**config.mk**
```make
export PLATFORM = sky130hd
export DESIGN_NAME = i2c_byte_master
export DESIGN_NICKNAME = d
export VERILOG_FILES = /design/src/rtl/i2cm_pkg.sv /design/src/rtl/i2cm_tick_gen.sv /design/src/rtl/i2cm_bit_engine.sv /design/src/rtl/i2c_byte_master.sv
export SDC_FILE = /design/constraint.sdc
export NUM_CORES = 1
export LEC_CHECK = 0
export CORE_MARGIN = 10
export CORE_UTILIZATION = 40
export CTS_BUF_LIST = sky130_fd_sc_hd__clkbuf_4 sky130_fd_sc_hd__clkbuf_8
export DETAILED_ROUTE_END_ITERATION = 12
export PLACE_DENSITY = 0.69
export SLEW_MARGIN = 20
export SYNTH_ARGS = -nofsm -noshare
export SYNTH_HDL_FRONTEND = slang
export SYNTH_SLANG_ARGS = --single-unit
export TNS_END_PERCENT = 1
```
**constraint.sdc**
```tcl
create_clock -name clk -period 5.5 [get_ports clk]
set_input_delay 1.1 -clock clk [delete_from_list [all_inputs] [get_ports clk]]
set_output_delay 1.1 -clock clk [all_outputs]
set_load 0.05 [all_outputs]
```
**src/rtl/i2cm_pkg.sv**
```systemverilog
package i2cm_pkg;
  typedef enum logic [1:0] {CMD_ADDR, CMD_TX, CMD_RX, CMD_STOP} cmd_e;

  localparam int DIV_W = 6;

  localparam int OFS_OWN = 'h00;
  localparam int OFS_DIV = 'h04;
  localparam int OFS_CTL = 'h08;
  localparam int OFS_STS = 'h0C;
  localparam int OFS_DAT = 'h10;

  localparam logic [7:0] MASK_OWN  = 8'hFE;
  localparam logic [7:0] MASK_CTL  = 8'hFC;
  localparam logic [7:0] MASK_STS  = 8'hED;
  localparam logic [7:0] STS_RESET = 8'h81;
  localparam logic [7:0] NO_CYCLE  = 8'hFF;

  localparam int C_EN = 7, C_IEN = 6, C_MSTA = 5, C_MTX = 4, C_TXAK = 3, C_RSTA = 2;
  localparam int S_MCF = 7, S_MBB = 5, S_MAL = 4, S_MIF = 1, S_RXAK = 0;
endpackage

```
**src/rtl/i2cm_tick_gen.sv**
```systemverilog
module i2cm_tick_gen #(
  parameter int DW = 6
) (
  input  logic          clk,
  input  logic          rst,
  input  logic          run,
  input  logic [DW-1:0] div,
  output logic          tick
);
  localparam int CNT_W = DW + 2;

  logic [CNT_W-1:0] cnt;
  logic [CNT_W-1:0] limit;

  assign limit = {div, 2'b11};

  always_ff @(posedge clk) begin
    if (rst || !run) begin
      cnt  <= '0;
      tick <= 1'b0;
    end else if (cnt == limit) begin
      cnt  <= '0;
      tick <= 1'b1;
    end else begin
      cnt  <= cnt + 1'b1;
      tick <= 1'b0;
    end
  end

  AST_TICK_ISOLATED: assert property (@(posedge clk) disable iff (rst)
    tick |=> !tick);
endmodule

```
**src/rtl/i2cm_bit_engine.sv**
```systemverilog
module i2cm_bit_engine
  import i2cm_pkg::*;
#(
  parameter int DW = DIV_W
) (
  input  logic          clk,
  input  logic          rst,
  input  logic          abort,
  input  logic [DW-1:0] div,
  input  logic          go,
  input  cmd_e          kind_in,
  input  logic [7:0]    tx_byte,
  input  logic          ack_drive,
  input  logic          sda_in,
  output logic          busy,
  output logic          holding,
  output logic          done,
  output logic          nack,
  output logic [7:0]    rx_byte,
  output logic          scl_low,
  output logic          sda_low
);
  typedef enum logic [2:0] {E_IDLE, E_START, E_BIT, E_END, E_STOP} est_e;

  est_e       state;
  cmd_e       kind;
  logic [1:0] q;
  logic [3:0] bitn;
  logic [7:0] shreg;
  logic       sda_s1, sda_s2, tick;

  i2cm_tick_gen #(.DW(DW)) u_tick (
    .clk(clk), .rst(rst || abort), .run(state != E_IDLE), .div(div), .tick(tick)
  );

  always_ff @(posedge clk) begin
    if (rst) begin
      sda_s1 <= 1'b1;
      sda_s2 <= 1'b1;
    end else begin
      sda_s1 <= sda_in;
      sda_s2 <= sda_s1;
    end
  end

  always_ff @(posedge clk) begin
    if (rst || abort) begin
      state   <= E_IDLE;
      kind    <= CMD_ADDR;
      q       <= '0;
      bitn    <= '0;
      shreg   <= '0;
      done    <= 1'b0;
      nack    <= 1'b0;
      scl_low <= 1'b0;
      sda_low <= 1'b0;
    end else begin
      done <= 1'b0;
      if (state == E_IDLE) begin
        if (go) begin
          kind  <= kind_in;
          shreg <= tx_byte;
          q     <= '0;
          bitn  <= '0;
          nack  <= 1'b0;
          state <= (kind_in == CMD_ADDR) ? E_START :
                   (kind_in == CMD_STOP) ? E_STOP : E_BIT;
        end
      end else if (tick) begin
        q <= q + 1'b1;
        case (state)
          E_START: begin
            case (q)
              2'd0: sda_low <= 1'b0;
              2'd1: scl_low <= 1'b0;
              2'd2: sda_low <= 1'b1;
              default: begin
                scl_low <= 1'b1;
                state   <= E_BIT;
              end
            endcase
          end
          E_BIT: begin
            case (q)
              2'd0: begin
                scl_low <= 1'b1;
                if (bitn < 4'd8) sda_low <= (kind == CMD_RX) ? 1'b0 : ~shreg[7];
                else             sda_low <= (kind == CMD_RX) ? ack_drive : 1'b0;
              end
              2'd2: scl_low <= 1'b0;
              2'd3: begin
                if (bitn < 4'd8) begin
                  shreg <= {shreg[6:0], sda_s2};
                  bitn  <= bitn + 1'b1;
                end else begin
                  nack  <= sda_s2;
                  state <= E_END;
                end
              end
              default: ;
            endcase
          end
          E_END: begin
            scl_low <= 1'b1;
            q       <= '0;
            if (kind == CMD_TX && nack) begin
              state <= E_STOP;
            end else begin
              state <= E_IDLE;
              done  <= 1'b1;
            end
          end
          E_STOP: begin
            case (q)
              2'd0: begin
                scl_low <= 1'b1;
                sda_low <= 1'b1;
              end
              2'd1: scl_low <= 1'b0;
              2'd3: begin
                sda_low <= 1'b0;
                state   <= E_IDLE;
                done    <= 1'b1;
              end
              default: ;
            endcase
          end
          default: state <= E_IDLE;
        endcase
      end
    end
  end

  assign busy    = (state != E_IDLE);
  assign holding = busy || scl_low;
  assign rx_byte = shreg;

  // SDA may only move under a high SCL as part of a START or STOP
  AST_SDA_STILL_UNDER_SCL: assert property (@(posedge clk) disable iff (rst)
    (!scl_low && $past(!scl_low) && !$past(abort) && (sda_low != $past(sda_low)))
      |-> ($past(state) == E_START || $past(state) == E_STOP));
endmodule

```
**src/rtl/i2c_byte_master.sv**
```systemverilog
module i2c_byte_master
  import i2cm_pkg::*;
#(
  parameter int ADDR_W = 5
) (
  input  logic              clk,
  input  logic              rst,
  input  logic              wr_en,
  input  logic              rd_en,
  input  logic [ADDR_W-1:0] addr,
  input  logic [7:0]        wdata,
  output logic [7:0]        rdata,
  output logic              irq,
  output logic              scl_drive_low,
  output logic              sda_drive_low,
  input  logic              sda_in
);
  localparam logic [ADDR_W-1:0] A_OWN = ADDR_W'(OFS_OWN);
  localparam logic [ADDR_W-1:0] A_DIV = ADDR_W'(OFS_DIV);
  localparam logic [ADDR_W-1:0] A_CTL = ADDR_W'(OFS_CTL);
  localparam logic [ADDR_W-1:0] A_STS = ADDR_W'(OFS_STS);
  localparam logic [ADDR_W-1:0] A_DAT = ADDR_W'(OFS_DAT);

  logic [7:0]       own_q, ctl_q, sts_q, dat_q, cyc_q, pend_byte_q;
  logic [DIV_W-1:0] div_q;
  cmd_e             pend_kind_q;
  logic             stop_pend_q;

  logic [7:0]       own_n, ctl_n, sts_n, dat_n, cyc_n;
  logic [DIV_W-1:0] div_n;
  logic             stop_n, launch;
  cmd_e             launch_kind;

  logic       eng_busy, eng_hold, eng_done, eng_nack;
  logic [7:0] eng_rx;

  logic wr_own, wr_div, wr_ctl, wr_sts, wr_dat, rd_dat, soft_rst;
  assign wr_own   = wr_en && addr == A_OWN;
  assign wr_div   = wr_en && addr == A_DIV;
  assign wr_ctl   = wr_en && addr == A_CTL;
  assign wr_sts   = wr_en && addr == A_STS;
  assign wr_dat   = wr_en && addr == A_DAT;
  assign rd_dat   = rd_en && addr == A_DAT;
  assign soft_rst = wr_ctl && ctl_q[C_EN] && !wdata[C_EN];

  i2cm_bit_engine #(.DW(DIV_W)) u_engine (
    .clk(clk), .rst(rst), .abort(soft_rst), .div(div_q),
    .go(launch), .kind_in(launch_kind), .tx_byte(wdata), .ack_drive(~ctl_q[C_TXAK]),
    .sda_in(sda_in), .busy(eng_busy), .holding(eng_hold), .done(eng_done),
    .nack(eng_nack), .rx_byte(eng_rx), .scl_low(scl_drive_low), .sda_low(sda_drive_low)
  );

  always_comb begin
    own_n = own_q; div_n = div_q; ctl_n = ctl_q; sts_n = sts_q;
    dat_n = dat_q; cyc_n = cyc_q; stop_n = stop_pend_q;
    launch = 1'b0; launch_kind = CMD_STOP;

    if (eng_done) begin
      case (pend_kind_q)
        CMD_ADDR: begin
          if (eng_nack) sts_n[S_RXAK] = 1'b1;
          else begin
            sts_n[S_RXAK] = 1'b0; sts_n[S_MCF] = 1'b1; sts_n[S_MIF] = 1'b1;
            cyc_n = pend_byte_q;
          end
        end
        CMD_TX: begin
          if (eng_nack) begin
            sts_n[S_RXAK] = 1'b1;
            cyc_n = NO_CYCLE;
          end else begin
            sts_n[S_RXAK] = 1'b0; sts_n[S_MCF] = 1'b1; sts_n[S_MIF] = 1'b1;
          end
        end
        CMD_RX: begin
          dat_n = eng_rx;
          sts_n[S_MCF] = 1'b1; sts_n[S_MIF] = 1'b1;
        end
        default: ;
      endcase
    end

    if (wr_own) own_n = wdata & MASK_OWN;
    if (wr_div) div_n = wdata[DIV_W-1:0];
    if (wr_sts) sts_n = wdata & MASK_STS;
    if (wr_ctl && !soft_rst) begin
      ctl_n = wdata & MASK_CTL;
      sts_n[S_MBB] = wdata[C_MSTA];
      if (!wdata[C_MSTA]) begin
        cyc_n = NO_CYCLE;
        if (eng_hold) stop_n = 1'b1;
      end else if (wdata[C_RSTA] && cyc_q != NO_CYCLE) begin
        cyc_n = NO_CYCLE;
        ctl_n[C_RSTA] = 1'b0;
      end
    end
    if (wr_dat && ctl_q[C_EN]) begin
      dat_n = wdata;
      if (ctl_q[C_MSTA] && !eng_busy) begin
        launch = 1'b1;
        launch_kind = (cyc_q == NO_CYCLE) ? CMD_ADDR : CMD_TX;
      end
    end
    if (rd_dat && ctl_q[C_MSTA] && !ctl_q[C_MTX] && !eng_busy) begin
      launch = 1'b1;
      launch_kind = CMD_RX;
      dat_n = NO_CYCLE;
    end
    if (!launch && stop_pend_q && !eng_busy) begin
      launch = 1'b1;
      launch_kind = CMD_STOP;
      stop_n = 1'b0;
    end
    if (soft_rst) begin
      own_n = own_q; div_n = '0; ctl_n = '0; sts_n = STS_RESET;
      dat_n = '0; cyc_n = NO_CYCLE; stop_n = 1'b0; launch = 1'b0;
    end
  end

  always_ff @(posedge clk) begin
    if (rst) begin
      own_q <= '0; div_q <= '0; ctl_q <= '0; sts_q <= STS_RESET; dat_q <= '0;
      cyc_q <= NO_CYCLE; pend_byte_q <= '0; pend_kind_q <= CMD_STOP;
      stop_pend_q <= 1'b0; irq <= 1'b0; rdata <= '0;
    end else begin
      own_q <= own_n; div_q <= div_n; ctl_q <= ctl_n; sts_q <= sts_n;
      dat_q <= dat_n; cyc_q <= cyc_n; stop_pend_q <= stop_n;
      irq <= ctl_n[C_EN] && ctl_n[C_IEN] && sts_n[S_MIF];
      if (launch) begin
        pend_kind_q <= launch_kind;
        pend_byte_q <= wdata;
      end
      if (rd_en) begin
        case (addr)
          A_OWN:   rdata <= own_q;
          A_DIV:   rdata <= {{(8-DIV_W){1'b0}}, div_q};
          A_CTL:   rdata <= ctl_q;
          A_STS:   rdata <= sts_q;
          A_DAT:   rdata <= dat_q;
          default: rdata <= '0;
        endcase
      end
    end
  end

  AST_STS_WRITE_CLEARS_FLAG: assert property (@(posedge clk) disable iff (rst)
    wr_sts |=> (!sts_q[S_MIF] && !sts_q[S_MAL]));
  AST_IRQ_GATED: assert property (@(posedge clk) disable iff (rst)
    irq |-> (ctl_q[C_EN] && ctl_q[C_IEN] && sts_q[S_MIF]));
  AST_DATA_HELD_WHEN_OFF: assert property (@(posedge clk) disable iff (rst)
    (wr_dat && !ctl_q[C_EN] && !eng_done && !rd_dat) |=> $stable(dat_q));
  AST_SOFT_RESET_KEEPS_OWN: assert property (@(posedge clk) disable iff (rst)
    soft_rst |=> (ctl_q == 8'h00 && sts_q == STS_RESET && $stable(own_q)));
  AST_BUSY_FOLLOWS_MASTER: assert property (@(posedge clk) disable iff (rst)
    (wr_ctl && !soft_rst) |=> (sts_q[S_MBB] == $past(wdata[C_MSTA])));
endmodule

```
### Yosys cells after proc, flatten, opt, wreduce, memory -nomap -nowiden

Cells that the tools add are included.

| word-level totals | value |
|---|---|
| bits in read-only memories | 0 |
| bits in writable memories | 0 |
| word-level logic and storage cells | 221 |
| bits in registers | 96 |
| bits in latches | 0 |
| memories | 0 |

| operators by class | value |
|---|---|
| shift-type cells | 0 |
| divide/modulo/power cells | 0 |
| equal/unequal tests | 32 |
| reduce and logical (&&, ||, !) cells | 65 |
| bitwise gates (word level) | 6 |
| order comparisons | 1 |
| multipliers | 0 |
| add/subtract/negate cells | 3 |
| multiplexer cells | 85 |

Operators with widths:

| cell | number |
|---|---|
| 8-bit 2-to-1 mux | 19 |
| 8-bit case mux with 5 select lines | 1 |
| 3-bit 2-to-1 mux | 10 |
| 1-bit 2-to-1 mux | 27 |
| 4-bit 2-to-1 mux | 6 |
| 1-bit logical AND | 20 |
| 2-bit 2-to-1 mux | 10 |
| 6-bit AND reduction | 3 |
| 1-bit case mux with 2 select lines | 8 |
| 8-bit case mux with 2 select lines | 1 |
| 3-bit nonzero test | 5 |
| 2-bit nonzero test | 7 |
| 3-bit by 2-bit != test with 1-bit output (second input constant) | 4 |
| 3-bit case mux with 4 select lines | 1 |
| 2-bit equality test (second input constant) | 5 |
| 5-bit by 4-bit equality test with 1-bit output (second input constant) | 2 |
| 2-bit AND reduction | 5 |
| 5-bit AND reduction | 2 |
| 3-bit by 1-bit != test with 1-bit output (second input constant) | 3 |
| 3-bit OR reduction | 3 |
| 8-bit by 1-bit adder with 8-bit output (second input constant) | 1 |
| 8-bit equality test | 1 |
| 8-bit equality test (second input constant) | 1 |
| 8-bit != test (second input constant) | 1 |
| other kinds (23) | 46 |

### Longest topological paths before layout

Gate-level depths: netlist of run 1.

| depth | value |
|---|---|
| depth in word-level cells | 15 |
| mapped depth | 8 |
| gate-level depth less buffers | 7 |

### Hierarchy

From an unflattened synthesis of run 1, not the netlist that was laid out.

| second synthesis, totals | value |
|---|---|
| cell total of the unflattened synthesis | 561 |
| area total of the unflattened synthesis | 4,814.6 µm² |

By module, submodules not included:

| module | instances | sequential area each (µm²) | area an instance (µm²) | cells an instance |
|---|---|---|---|---|
| i2c_byte_master | 1 | 1,241.2 | 2,919.0 | 340 |
| i2cm_bit_engine | 1 | 500.5 | 1,417.6 | 174 |
| i2cm_tick_gen | 1 | 180.2 | 478.0 | 47 |

### Least setup slack after synthesis of run 1

Ideal clock, no wire load.

| timing | value |
|---|---|
| kind | input-to-reg |
| start | input addr[2] |
| end | register u_engine.state[1] |
| cell stages on the path | 7 |
| arrival time | 2,808 ps |
| buffers on the path | 2 |
| slack | 2,570 ps |
| cell sequence | clkbuf_1 -> or4_4 -> or3_1 -> buf_4 -> o21a_4 -> a211o_1 -> mux2i_1 |

| on the way | value |
|---|---|
| word-level cells in the longest chain between the ends | 15 |

Ends and longest elaborated chain:

| item | line | RTL |
|---|---|---|
| start: declaration | i2c_byte_master.sv:10 | `input logic [ADDR_W-1:0] addr,` |
| 5-bit equality test | i2c_byte_master.sv:42, i2c_byte_master.sv:43 |  |
| 1-bit logical AND | i2c_byte_master.sv:43 | `assign rd_dat = rd_en && addr == A_DAT;` |
| 1-bit logical AND (3 in a row) | i2c_byte_master.sv:104 | `if (rd_dat && ctl_q[C_MSTA] && !ctl_q[C_MTX] && !eng_busy) begin` |
| 1-bit 2-to-1 mux | i2c_byte_master.sv:104 |  |
| 1-bit zero test | i2c_byte_master.sv:109 | `if (!launch && stop_pend_q && !eng_busy) begin` |
| 1-bit logical AND (2 in a row) | i2c_byte_master.sv:109 |  |
| 2-bit 2-to-1 mux | i2c_byte_master.sv:109 |  |
| 2-bit equality test | i2cm_bit_engine.sv:67 | `(kind_in == CMD_STOP) ? E_STOP : E_BIT;` |
| 3-bit 2-to-1 mux | i2cm_bit_engine.sv:67 |  |
| 3-bit 2-to-1 mux | i2cm_bit_engine.sv:66 | `state <= (kind_in == CMD_ADDR) ? E_START :` |
| 3-bit 2-to-1 mux | i2cm_bit_engine.sv:60 | `if (go) begin` |
| 3-bit 2-to-1 mux | i2cm_bit_engine.sv:59 | `if (state == E_IDLE) begin` |
| end signal: assignment | i2cm_bit_engine.sv:66 |  |
| end: declaration | i2cm_bit_engine.sv:25 | `est_e state;` |

Several ways; a longest one is shown, not always the timed one. The select of a mux whose other input is x is not followed.
A chain may end at the register's enable or synchronous reset.

### Final worst setup path of run 1

| timing | value |
|---|---|
| start | input wr_en |
| end | register u_engine.u_tick.cnt[3] |

| on the way | value |
|---|---|
| word-level cells in the longest chain between the ends | 6 |

Ends and longest elaborated chain:

| item | line | RTL |
|---|---|---|
| start: declaration | i2c_byte_master.sv:8 | `input logic wr_en,` |
| 1-bit logical AND | i2c_byte_master.sv:40 | `assign wr_ctl = wr_en && addr == A_CTL;` |
| 1-bit logical AND (2 in a row) | i2c_byte_master.sv:44 | `assign soft_rst = wr_ctl && ctl_q[C_EN] && !wdata[C_EN];` |
| 1-bit logical OR | i2cm_bit_engine.sv:33 | `.clk(clk), .rst(rst \|\| abort), .run(state != E_IDLE), .div(div), .tick(tick)` |
| 1-bit logical OR | i2cm_tick_gen.sv:18 | `if (rst \|\| !run) begin` |
| 2-bit OR reduction (no source line) | - |  |
| end signal: assignment | i2cm_tick_gen.sv:25 | `cnt <= cnt + 1'b1;` |
| end: declaration | i2cm_tick_gen.sv:12 | `logic [CNT_W-1:0] cnt;` |

Every way passes these cells.

==> impl_metrics.ini, run 1 <==
[run_status]
outcome = complete, no violations

[setup_path]
end_kind = register
ff2ff_path_depth = 5
path_class = in2reg
critical_path_required_ps = 5760
crit_fanout = 23
worstPathCellList = clkdlybuf4s50_1 > nor4bb_1 > nand2_1 > nand2_1 > or3_1 > nor2_1
cp.arrival_ps = 3800
ff2ff_setup_slack_ps = 2720
critPathMaxStageDelay_ps = 1000
cp_slowest_cell = clkdlybuf4s50_1
crit_buf_inv = 1
cp_top_family = simple AND/OR/NAND/NOR gates
r2r-end = dat_q[1]
cp_common_cell = nand2_1
cp-start-kind = input port
rr_startpoint = u_engine.state[0]

[timing]
finClkSkew_ps = 18.3
worstMarginPinSlew_ps = 821
maxSlewHeadroom = 0.451
drv_slew = 0
fin_setup_tns_ps = 0
whs_ps = 422
setup_viol = 0
hold_viol_final = 0
rsz0062_at_grt = false
fmax_mhz = 282
fin_crit_ps = 3540
finalCritPeriodShare = 0.644

[clock_tree]
insertion_delay_ps = 380
hold_buffers = 0
ctsResizeCount = 0
cts_tree = done
path_clk_slew_ps = 90
htree_levels = 3
clock_path_buffers = 2
cts_inserted_buffers = 9
clock-sinks = 96
cts_root_buf = clkbuf_8
postCtsSetupRepairBufs = 0

[synth]
yosysTopAreaCell = dfxtp_1
synth-seq-cells = 96
yosysWarnings = 0
postSynthCellCount = 539
synth_top_area_frac = 0.426
synthFlopType = dfxtp_1
syn-num-nets = 563
yosysMostFrequentCell = dfxtp_1
synth_common_cells = 96 x dfxtp_1, 71 x nand2_1, 52 x a21oi_1
synthesis.area_mm2 = 0.00451
yosysUniqueCellTypes = 52
synth-edff-count = 0
syn_area_per_cell_um2 = 8.37
ys_seq_area_frac = 0.426
synth_area_leaders = dfxtp_1 43%, mux2i_1 6.4%, nand2_1 5.9%
synthArstFlopShare = 0

[layout]
final_area_mm2 = 0.00505
diodes = 0
stdcell_count = 694
drive_gt1_frac = 0.0542
area_growth_pct = 12.1
finalNetCount = 573
fillers = 1089

[floorplanning]
pin_count = 29
die-area_mm2 = 0.0159
die_w_um = 126
coreArea_mm2 = 0.0109
fp-row-count = 38
start_util = 0.412
die_h_um = 126

[route]
vias = 3999
avgRoutedWirePerCell_um = 17.1
drtPass1Iterations = 5
final_antenna_net_count = 0
drt-vias-per-instance = 5.76
wl_mm = 11.9
drt_iter0_drc = 414
drc_errors = 0

[grt]
grt_overflow = 0
antenna_found_initial = 0
grt_start_max_net_pins = 28
grt_use_total = 0.148
grt_pass1_wl_mm = 19.6
grt_pass1_vias = 3783

[pwr]
totalPowerFinal_mw = 1.20
p_per_area_mw_per_mm2 = 237
ir_drop_mv = 0.154
p_leak_nw = 1.91

[placed_design]
dp_cells = 678
hpwlAfterDp_mm = 8.51
port_buffers = 28
place_area_mm2 = 0.00486
gp_congestion = 0.902

[hold_path]
hold_class = reg2reg
holdPathStages = 1
hp-start = u_engine.sda_s1
hold-path-endpoint = u_engine.sda_s2

[job]
maxCapViolations = 0
==> cells in the final DEF (no fill, tap or decap), types with 4 or more instances in the layout <==
cell / count
inv_1: 19
nand4_1: 10
xnor2_1: 7
o21ai_0: 19
mux2i_1: 29
nand3_1: 21
nand2b_1: 5
o211ai_1: 5
a211o_1: 4
a211oi_1: 10
nor3_1: 15
dfxtp_1: 96
xor2_1: 9
a21oi_1: 52
nand2_1: 71
nor2b_1: 4
a222oi_1: 8
and3_1: 6
clkbuf_8: 11
clkdlybuf4s50_1: 28
nor2_1: 45
ha_1: 6
a22o_1: 7
or3_1: 5
o22ai_1: 11
buf_4: 4
==> layer usage <==
layer  up-vias  track usage  wire length [um]
met5         -            0                 0
met4         0       0.0516               277
met3        22       0.0361               920
met2       162        0.232              5460
met1      1863        0.194              5210
li1       1952            -                 -
==> metrics by stage <==
stage / setup WS [ps] / util
after detailed placement: 1620 / 0.444
after global placement: 1720 / 0.444
after floorplan: 2570 / -
after CTS: 2010 / 0.462
after global routing: 1700 / 0.462
final: 1960 / 0.462
==> how the worst max path moves through the flow <==
| stage | from | endpoint | slack, ps | cells after the start |
|---|---|---|---|---|
| after global placement | wr_en | u_engine.u_tick.cnt[6] | 1720 | 6 |
| after floorplan | addr[2] | u_engine.state[1] | 2570 | 7 |
| after detailed placement | wr_en | u_engine.u_tick.cnt[2] | 1620 | 6 |
| after CTS | wr_en | u_engine.u_tick.cnt[3] | 2010 | 6 |
| final | wr_en | u_engine.u_tick.cnt[3] | 1960 | 6 |
| after global routing | wr_en | u_engine.u_tick.cnt[3] | 1700 | 6 |
==> power by group <==
group | leakage (nW) | total, mW | switching (mW) | internal (mW)
Sequential | 0.774 | 0.698 | 0.00181 | 0.697
Clock | 0.0959 | 0.441 | 0.250 | 0.191
Combinational | 1.04 | 0.0567 | 0.0370 | 0.0197
==> logic make-up (layout without fill, tap and decap cells) <==
| family | Yosys count | count (layout) | share of synthesized area |
|---|---|---|---|
| and+or+nand+nor | 204 | 204 | 0.217 |
| AOI/OAI and AO/OA | 136 | 136 | 0.199 |
| DFF | 96 | 96 | 0.426 |
| buffers and inverters | 52 | 67 | 0.0458 |
| muxes | 29 | 29 | 0.0644 |
| xor gates and xnor gates | 16 | 16 | 0.0311 |
| adders and majority gates | 6 | 6 | 0.0166 |
==> area by class of cell <==
type	count	area, um^2	area share
multi-input cells	391	2390	0.472
flip-flops and latches	96	1920	0.380
repair buffers	32	310	0.0614
well taps	140	175	0.0347
clock buffers	11	151	0.0300
inverters	19	71.3	0.0141
clock inverters	5	38.8	0.00767
==> flip-flops by register name, indices dropped and copies added (netlist names), 3 cells and up <==
signal	cells
sts_q	7
own_q	7
pend_byte_q	8
ctl_q	6
cyc_q	8
u_engine.u_tick.cnt	8
rdata	8
u_engine.rx_byte	8
div_q	6
u_engine.bitn	4
dat_q	8
u_engine.state	3
Power figures use the tool's default switching activity.
==> run 2: changes to the inputs <==
- clock period: 5.5 -> 3.3 ns (I/O delays scaled with it)
==> run 2 against run 1 <==
  * Critical path depth is the same
  * Routed wire length is 2.6% higher
  * Clock power is 63% higher
  * Non-clock buffer count up 12
  * Worst setup slack lost 1500 ps
  * Combinational power increased by 82%
  * Critical path type unchanged
  * Critical endpoint is now dat_q[3]
  * Largest cell class unchanged
  * Largest power group unchanged
==> impl_metrics.ini, run 2 (same netlist as run 1, synthesis figures left out) <==
[timing]
whs_ps = 432
setup_viol = 0
fin_setup_tns_ps = 0
finalCritPeriodShare = 0.857
finClkSkew_ps = 14.6
worstMarginPinSlew_ps = 773
fmax_mhz = 354
rsz0062_at_grt = false
fin_crit_ps = 2830
hold_viol_final = 0
maxSlewHeadroom = 0.481
setup_ws_ps = 473
drv_slew = 0

[job]
maxCapViolations = 0

[clock_tree]
postCtsSetupRepairBufs = 0
htree_levels = 3
cts_tree = done
clock-sinks = 96
clock_path_buffers = 2
insertion_delay_ps = 370
cts_inserted_buffers = 9
path_clk_slew_ps = 110
ctsResizeCount = 0
hold_buffers = 0
cts_root_buf = clkbuf_8

[setup_path]
crit_fanout = 9
cp_slowest_cell = or4_4
r2r-end = dat_q[3]
worstPathCellList = clkdlybuf4s50_1 > or4_4 > or3_1 > o211ai_1 > o21ai_0 > a21oi_1
end_kind = register
cp-start-kind = input port
path_class = in2reg
cp.arrival_ps = 3120
ff2ff_path_depth = 5
ff2ff_setup_slack_ps = 930
critical_path_required_ps = 3600
critPathMaxStageDelay_ps = 570
rr_startpoint = u_engine.state[0]

[grt]
grt_pass1_wl_mm = 20.1
grt_pass1_vias = 3924
grt_start_max_net_pins = 26
grt_use_total = 0.150
grt_overflow = 0
antenna_found_initial = 0

[placed_design]
preCtsSetupSlack_ps = 148
place_area_mm2 = 0.00495
port_buffers = 28
gp_congestion = 0.900
dp_cells = 690
hpwlAfterDp_mm = 8.93

[floorplanning]
die_h_um = 126
fp-row-count = 38
die_w_um = 126
coreArea_mm2 = 0.0109
die-area_mm2 = 0.0159
start_util = 0.412
pin_count = 29

[route]
drtPass1Iterations = 6
vias = 4120
avgRoutedWirePerCell_um = 17.3
final_antenna_net_count = 0
drt_iter0_drc = 369
drc_errors = 0
drt-vias-per-instance = 5.84
wl_mm = 12.2

[layout]
finalNetCount = 585
final_cell_mix = 96 x dfxtp_1, 71 x nand2_1, 52 x a21oi_1, 45 x nor2_1, 29 x mux2i_1
drive_gt1_frac = 0.0708
layout_commonest_cell = dfxtp_1
diodes = 0
area_growth_pct = 13.7
final_area_mm2 = 0.00513
stdcell_count = 705

[hold_path]
holdPathStages = 1
hp-start = u_engine.sda_s1
hold_class = reg2reg
hold-path-endpoint = u_engine.sda_s2

[pwr]
p_leak_nw = 1.96
p_per_area_mw_per_mm2 = 388
ir_drop_mv = 0.256

[run_status]
outcome = complete, no violations
run 2: where the power goes:
group / switching, mW / leakage (nW) / internal [mW]
Sequential: 0.00292 / 0.774 / 1.16
Combinational: 0.0647 / 1.09 / 0.0383
Clock: 0.437 / 0.0882 / 0.283
Total: 0.505 / 1.96 / 1.48
run 2: routing by layer:
layer | routed length [um] | global-route usage
met1 | 5220 | 0.191
met2 | 5780 | 0.245
met3 | 905 | 0.0298
met4 | 269 | 0.0549
met5 | 0 | 0
run 2: final cells by class:
cell class	instances	area [um^2]
repair buffers	44	400
well taps	140	175
flip-flops and latches	96	1920
inverters	19	71.3
fillers	1082	5810
multi-input cells	391	2380
clock buffers	9	124
clock inverters	6	53.8
run 2: critical path: cells and delay by family:
family / cells / cell delay (ps)
buffers and inverters: 1 / 510
and+or+nand+nor: 2 / 1110
AOI/OAI and AO/OA: 3 / 830
run 2: through the flow:
| step | utilization | power, mW |
|---|---|---|
| after CTS | 0.469 | 2.00 |
| after floorplan | - | 1.23 |
| after global routing | 0.469 | 2.06 |
| after detailed placement | 0.453 | 1.29 |
| after global placement | 0.453 | 1.29 |
| final | 0.469 | 1.99 |
run 2: worst max-delay path by stage:
stage | startpoint | to | depth (start not counted)
after global routing | addr[0] | dat_q[1] | 6
after CTS | addr[0] | dat_q[3] | 6
final | addr[0] | dat_q[3] | 6
after global placement | addr[0] | u_engine.state[1] | 6
after detailed placement | addr[0] | u_engine.state[2] | 6
after floorplan | addr[2] | u_engine.state[1] | 7
==> run 3: changes to the inputs <==
- ABC_AREA: unset -> 1
==> run 3 against run 2 <==
  * Combinational power decreased by 8%
  * Synthesized area up 2.3%
  * Register-to-register slack improved by 360 ps
  * Final cell count increased by 13%
  * Critical endpoint is now pend_byte_q[5]
  * Largest cell class unchanged
==> impl_metrics.ini, run 3 <==
[run_status]
outcome = complete, no violations

[grt]
antenna_found_initial = 0
grt_pass1_wl_mm = 20.4
grt_start_max_net_pins = 32
grt_use_total = 0.151
grt_overflow = 0
grt_pass1_vias = 4072

[floorplanning]
die-area_mm2 = 0.0162
start_util = 0.406
pin_count = 29
coreArea_mm2 = 0.0114
die_h_um = 127
fp-row-count = 39
die_w_um = 127

[layout]
multi_input_area_mm2 = 0.00231
regArea_mm2 = 0.00192
finalNetCount = 675
diodes = 0
drive_gt1_frac = 0.0823
fillers = 1138
final_cell_mix = 96 x nand2_1, 96 x dfxtp_1, 76 x nor2_1, 74 x o21ai_0, 64 x a21oi_1
area_growth_pct = 12.5

[pwr]
ir_drop_mv = 0.227
p_leak_nw = 1.99
p_per_area_mw_per_mm2 = 396

[synth]
syn-num-nets = 653
synthesis.area_mm2 = 0.00461
synth_area_leaders = dfxtp_1 42%, o21ai_0 8.0%, nand2_1 7.8%
synth_common_cells = 96 x dfxtp_1, 96 x nand2_1, 76 x nor2_1
synth-seq-cells = 96
synthFlopType = dfxtp_1
yosysUniqueCellTypes = 41
yosysWarnings = 0
synth-edff-count = 0
syn_area_per_cell_um2 = 7.33
synthArstFlopShare = 0
postSynthCellCount = 629
yosysTopAreaCell = dfxtp_1
ys_seq_area_frac = 0.417
synth_top_area_frac = 0.417

[setup_path]
cp-start-kind = input port
crit_fanout = 15
worstPathCellList = clkdlybuf4s50_1 > inv_2 > nor2_1 > o21ai_2 > nand2_2 > nand2_4 > clkinv_2 > o21ai_0 > a21oi_1
cp.arrival_ps = 2590
end_kind = register
path_class = in2reg
cp_slowest_cell = clkdlybuf4s50_1
critical_path_required_ps = 3560
critPathMaxStageDelay_ps = 570

[timing]
drv_slew = 0
fmax_mhz = 429
setup_viol = 0
hold_viol_final = 0
fin_setup_tns_ps = 0
worstMarginPinSlew_ps = 617
whs_ps = 416
fin_crit_ps = 2330
maxSlewHeadroom = 0.588
finalCritPeriodShare = 0.706
rsz0062_at_grt = false
finClkSkew_ps = 9.33

[clock_tree]
hold_buffers = 0
postCtsSetupRepairBufs = 0
ctsResizeCount = 0
clock_path_buffers = 2
cts_inserted_buffers = 9
path_clk_slew_ps = 100
clock-sinks = 96
htree_levels = 3
cts_tree = done
insertion_delay_ps = 370
cts_root_buf = clkbuf_8

[route]
drtPass1Iterations = 7
drt-vias-per-instance = 5.38
drc_errors = 0
avgRoutedWirePerCell_um = 15.2
wl_mm = 12.1
wirelength_met1_mm = 5.74
final_antenna_net_count = 0
routed-wl-met3_um = 474
drt_iter0_drc = 398
vias = 4300
dr_wl_met2_mm = 5.66
top_layer = met4

[placed_design]
gp_congestion = 0.887
hpwlAfterDp_mm = 9.13
port_buffers = 28

[job]
maxCapViolations = 0

[hold_path]
hold_class = reg2reg
## run 3: final cells by class
cell class / count / share of cell area
Sequential cell: 96 / 0.370
Multi-Input combinational cell: 441 / 0.446
Tap cell: 143 / 0.0345
Timing Repair Buffer: 30 / 0.0569
Inverter: 73 / 0.0535
Clock inverter: 7 / 0.0154
Clock buffer: 9 / 0.0239
## run 3: final timing paths
path	start	end	slack [ps]	cells after the start
setup / recovery	rd_en	pend_byte_q[5]	970	9
hold / removal	u_engine.sda_s1	u_engine.sda_s2	420	1
setup reg to reg	u_engine.state[0]	pend_byte_q[5]	1290	9
hold reg to reg	u_engine.sda_s1	u_engine.sda_s2	420	1
## run 3: logic make-up after synthesis
kind of cell             after synthesis  synth area share
AND/OR/NAND/NOR                      244             0.247
AO/OA/AOI/OAI                        183             0.223
flip-flops                            96             0.417
buffers and inverters                 92            0.0819
XOR/XNOR                               8            0.0152
adder cells (fa/ha/maj)                6            0.0163
## run 3: where the power goes
group | internal [mW] | total (mW) | leakage, nW | switching, mW
clock network | 0.360 | 0.796 | 0.102 | 0.437
registers | 1.16 | 1.17 | 0.774 | 0.00271
logic | 0.0329 | 0.0947 | 1.11 | 0.0618
total | 1.56 | 2.06 | 1.99 | 0.501
## run 3: through the flow
| step | cell area [um^2] | setup WS [ps] | std cells | util | power (mW) |
|---|---|---|---|---|---|
| finish | 5190 | 969 | 799 | 0.456 | 2.06 |
| global route | 5190 | 751 | 799 | 0.456 | 2.12 |
| CTS | 5190 | 990 | 799 | 0.456 | 2.08 |
| detailed placement | 4990 | 601 | 783 | 0.439 | 1.29 |
| global placement | 4990 | 630 | 783 | 0.439 | 1.29 |
| floorplan | 4610 | 1480 | 629 | - | 1.24 |
## run 3: worst max-delay path: cells and delay by family
family / cells / cell delay [ps]
AOI/OAI and AO/OA: 3 / 510
and+or+nand+nor: 3 / 410
buffers and inverters: 3 / 1010
## run 3: metal layers
metal | GRT usage | vias up
li1 | - | 2151
met1 | 0.202 | 2029
met3 | 0.0149 | 19
met4 | 0.0636 | 0
met5 | 0 | -
met2 | 0.243 | 101
